<file path="config.mk">
export PLATFORM = sky130hd
export DESIGN_NAME = rrn_sched
export DESIGN_NICKNAME = d
export VERILOG_FILES = /design/src/rtl/rrn_pkg.sv /design/src/rtl/rrn_onehot_fix.sv /design/src/rtl/rrn_ring_chain.sv /design/src/rtl/rrn_sched.sv
export SDC_FILE = /design/constraint.sdc
export NUM_CORES = 1
export LEC_CHECK = 0
export BUFFER_PORTS_ARGS = -buffer_cell sky130_fd_sc_hd__buf_2
export CAP_MARGIN = 20
export CORE_MARGIN = 8
export CORE_UTILIZATION = 45
export DETAILED_ROUTE_END_ITERATION = 12
export PLACE_DENSITY = 0.8
export SKIP_CTS_REPAIR_TIMING = 1
export SYNTH_ARGS = -nofsm -noshare
export SYNTH_HDL_FRONTEND = slang
export SYNTH_SLANG_ARGS = --single-unit
export TNS_END_PERCENT = 10
</file>
<file path="constraint.sdc">
create_clock -name clk -period 2.3 [get_ports clk]
set_input_delay 0.115 -clock clk [delete_from_list [all_inputs] [get_ports clk]]
set_output_delay 0.115 -clock clk [all_outputs]
set_load 0.03 [all_outputs]
</file>
<file path="src/rtl/rrn_pkg.sv">
package rrn_pkg;
    localparam int unsigned RRN_DEFAULT_K = 8;
endpackage

</file>
<file path="src/rtl/rrn_onehot_fix.sv">
// Passes a one-hot word through; any other word becomes bit K-1.
module rrn_onehot_fix #(
    parameter int unsigned K = rrn_pkg::RRN_DEFAULT_K
) (
    input  logic [K-1:0] raw_i,
    output logic [K-1:0] fixed_o
);
    localparam logic [K-1:0] TOP_BIT = {1'b1, {(K-1){1'b0}}};

    logic [K:0]   seen;
    logic [K-1:0] dup;

    assign seen[0] = 1'b0;
    for (genvar b = 0; b < K; b++) begin : g_scan
        assign dup[b]    = raw_i[b] & seen[b];
        assign seen[b+1] = seen[b] | raw_i[b];
    end

    assign fixed_o = (seen[K] && (dup == '0)) ? raw_i : TOP_BIT;
endmodule

</file>
<file path="src/rtl/rrn_ring_chain.sv">
// Ring search unrolled into two laps. A token starts at the current
// bit during lap one only. It rides upward until a masked bit takes it.
module rrn_ring_chain #(
    parameter int unsigned K = rrn_pkg::RRN_DEFAULT_K
) (
    input  logic [K-1:0] cur_i,
    input  logic [K-1:0] mask_i,
    output logic [K-1:0] pick_o
);
    localparam int unsigned STAGES = 2 * K;

    logic [STAGES-1:0] tok;
    logic [STAGES-1:0] hit;

    assign tok[0] = 1'b0;

    for (genvar j = 0; j < STAGES; j++) begin : g_stage
        localparam int unsigned B = j % K;
        assign hit[j] = tok[j] & mask_i[B];
        if (j < STAGES - 1) begin : g_link
            if (j < K) begin : g_lap1
                assign tok[j+1] = cur_i[B] | (tok[j] & ~mask_i[B]);
            end else begin : g_lap2
                assign tok[j+1] = tok[j] & ~mask_i[B];
            end
        end
    end

    for (genvar b = 0; b < K; b++) begin : g_fold
        assign pick_o[b] = hit[b] | hit[b+K];
    end
endmodule

</file>
<file path="src/rtl/rrn_sched.sv">
module rrn_sched #(
    parameter int unsigned K = rrn_pkg::RRN_DEFAULT_K
) (
    input  logic         clk,
    input  logic         rst_n,
    input  logic         adv_i,
    input  logic [K-1:0] mask_i,
    output logic [K-1:0] next_o,
    output logic [K-1:0] cur_o
);
    localparam logic [K-1:0] TOP_BIT = {1'b1, {(K-1){1'b0}}};

    logic [K-1:0] cur_q;
    logic [K-1:0] cur_safe;
    logic [K-1:0] pick;

    rrn_onehot_fix #(.K(K)) u_fix (
        .raw_i  (cur_q),
        .fixed_o(cur_safe)
    );

    rrn_ring_chain #(.K(K)) u_chain (
        .cur_i (cur_safe),
        .mask_i(mask_i),
        .pick_o(pick)
    );

    always_ff @(posedge clk or negedge rst_n) begin
        if (!rst_n) begin
            cur_q <= TOP_BIT;
        end else if (adv_i && (pick != '0)) begin
            cur_q <= pick;
        end
    end

    assign next_o = pick;
    assign cur_o  = cur_q;
endmodule

</file>
==> qor.txt <==
Worst Skew -> 0.0112 ns
Aggregate global routing overflow -> 0
Die H -> 65.1 um
Largest delay share family, worst path -> compound AO/OA/AOI/OAI gates
DRT iter0 DRCs -> 91
Final Hold Fails -> 0
Final GP Congestion -> 1.08
LEAKAGE -> 0.758 nW
Setup CP Type -> reg -> reg
Count of cell types in the netlist -> 56
Post-route cell area -> 1570 um^2
Largest net degree at the start of global routing -> 13
Share of cells above drive strength 1 -> 51.7%
Area of the core -> 2250 um^2
Worst Path Buf+Inv -> 1
Antenna violations before repair -> 0
Clk_lat worst skew -> 0.27 ns
Die area -> 4230 um^2
Status -> finished, violations left
Max Slew Vio Count -> 0
Die W -> 65.1 um
Fillers -> 172
CP Data Required Time -> 2.47 ns
Register area -> 206 um^2
CTS tree -> yes
Area of the multi-input gates -> 843 um^2
Util after Layout -> 69.5%
Critical path capture point type -> register
Clk slew on worst S/H paths -> 0.07 ns
FF-to-FF Start -> cur_o[5]
#FFs+latches synth -> 8
Global Route Usage Sum -> 17.9%
PortBufs -> 26
Layout Nets -> 192
FF-to-FF setup slack -> -0.28 ns
WL/cell -> 19.3 um
Non-Filler Instances -> 208
Num ports -> 27
Drt drc -> 0
Worst VDD drop -> 0.00113 V
PwrDens -> 1870 nW/um^2
FFs w/ async S/R, synth -> 100%
First-pass GRT wire length -> 6.11 mm
Final Critical Period -> 2.58 ns
Root buffer cell -> clkbuf_4
Post-detail-place hpwl -> 3.03 mm
Relative slew slack -> 66.4%
Max_cap viols -> 0
Setup WS post-layout -> -0.277 ns
Fmax -> 388 MHz
Syn nets -> 138
Crit path launch type -> register
Mapped Area -> 1080 um^2
DP Area -> 1420 um^2
Setup crit start -> cur_o[5]
TritonCTS sink count -> 8
RSZ-0062 raised after global routing -> yes
CTS Buf Count -> 3
Final setup violation count -> 14
Slowest cell on crit path -> or4b_4
Largest register FFs -> 8
FP Rows -> 17
Crit path arrival time -> 2.75 ns
Router iterations before antenna repair -> 7
Worst-Margin Slew -> 0.500 ns
Critical-path maximum fanout -> 5
Worst Reg-to-Reg Cells -> 8
Via density -> 6.28
CTS Buffer Depth -> 2
Commonest non-fill, non-tap cell in the layout -> buf_4
Synth Warn # -> 0
Post-Place Cells -> 199
H-tree depth -> 1
Synthesized area per cell -> 8.53 um^2
Sequential-to-total area share from yosys stat -> 18.6%
Worst path max stage delay -> 0.59 ns
Worst hold path type -> in -> async
Main synth FF type -> dfrtp_1
Vias in the first global route -> 1318
DR vias -> 1307
R2r endpoint -> cur_o[4]
DRT Wirelength -> 4.00 mm
Initial Util -> 48.1%
CP Cell Sequence -> xor2_2 -> a22oi_4 -> o32ai_4 -> buf_6 -> nand3_4 -> a32o_2 -> or4b_4 -> o31ai_2
Violated checks -> setup timing
Area Overhead vs Synth -> 44.6%
# diodes -> 0
Most frequent cells in the layout -> buf_4, buf_2, inv_1, nand2_1
Number of enable flip-flop cells after synthesis -> 0
Final ANT Viol Nets -> 0
Total negative slack -> -2.62 ns
Fin crit share -> 112%
Mapped Cells -> 127
synth_stat cells (4+ instances only):
library cell / number / area (um^2)
dfrtp_1: 7 / 175
inv_1: 13 / 48.8
nand2_1: 11 / 41.3
nor2_1: 8 / 30.0
nor3_1: 6 / 30.0
o31ai_2: 4 / 50.1
worst max-delay path by stage:
| stage | end | cells past startpoint | slack [ns] |
|---|---|---|---|
| after global routing | cur_o[3] | 8 | -0.34 |
| after CTS | next_o[5] | 8 | -0.35 |
| after global placement | cur_o[0] | 7 | -0.14 |
| after floorplan | cur_o[4] | 8 | -0.26 |
| after detailed placement | cur_o[4] | 7 | -0.22 |
| final | cur_o[4] | 8 | -0.28 |
worst reg2reg max path, stage by stage (launching register included):
cell,delay (ns)
dfrtp_2,0.45
xor2_2,0.22
a22oi_4,0.11
o32ai_4,0.40
buf_6,0.16
nand3_4,0.09
a32o_2,0.27
or4b_4,0.59
o31ai_2,0.21
per-stage QoR:
step                total power, mW  hold WS [ns]  setup WS, ns
floorplan                      1.73        -0.181        -0.263
global placement               2.36       -0.0319        -0.136
detailed placement             2.43       -0.0323        -0.223
CTS                            2.56        -0.318        -0.347
global route                   3.05         0.223        -0.336
finish                         2.93         0.225        -0.277
cell families after synthesis:
family | after synthesis | synth area share (%)
muxes | 4 | 3.81
buffers and inverters | 21 | 9.24
DFF | 8 | 18.6
AOI/OAI and AO/OA | 41 | 37.4
and+or+nand+nor | 49 | 26.3
xor gates and xnor gates | 4 | 4.62
report_power, final:
part	switching, mW	internal [mW]
Combinational	1.35	1.13
Clock	0.0589	0.0669
Sequential	0.113	0.208
final cells by class:
cell class	instances	share of cell area, %
Tap cell	28	2.24
Multi-Input combinational cell	98	53.8
Clock buffer	4	1.68
Sequential cell	8	13.2
Inverter	13	3.12
Timing Repair Buffer	57	26.0
metal layers:
metal	track usage, %	wire length (um)	up-vias
li1	-	-	589
met1	20.2	1490	594
met2	29.8	1910	108
met3	7.39	499	16
met4	6.27	106	0
met5	0	0	-
Power figures use the tool's default switching activity.
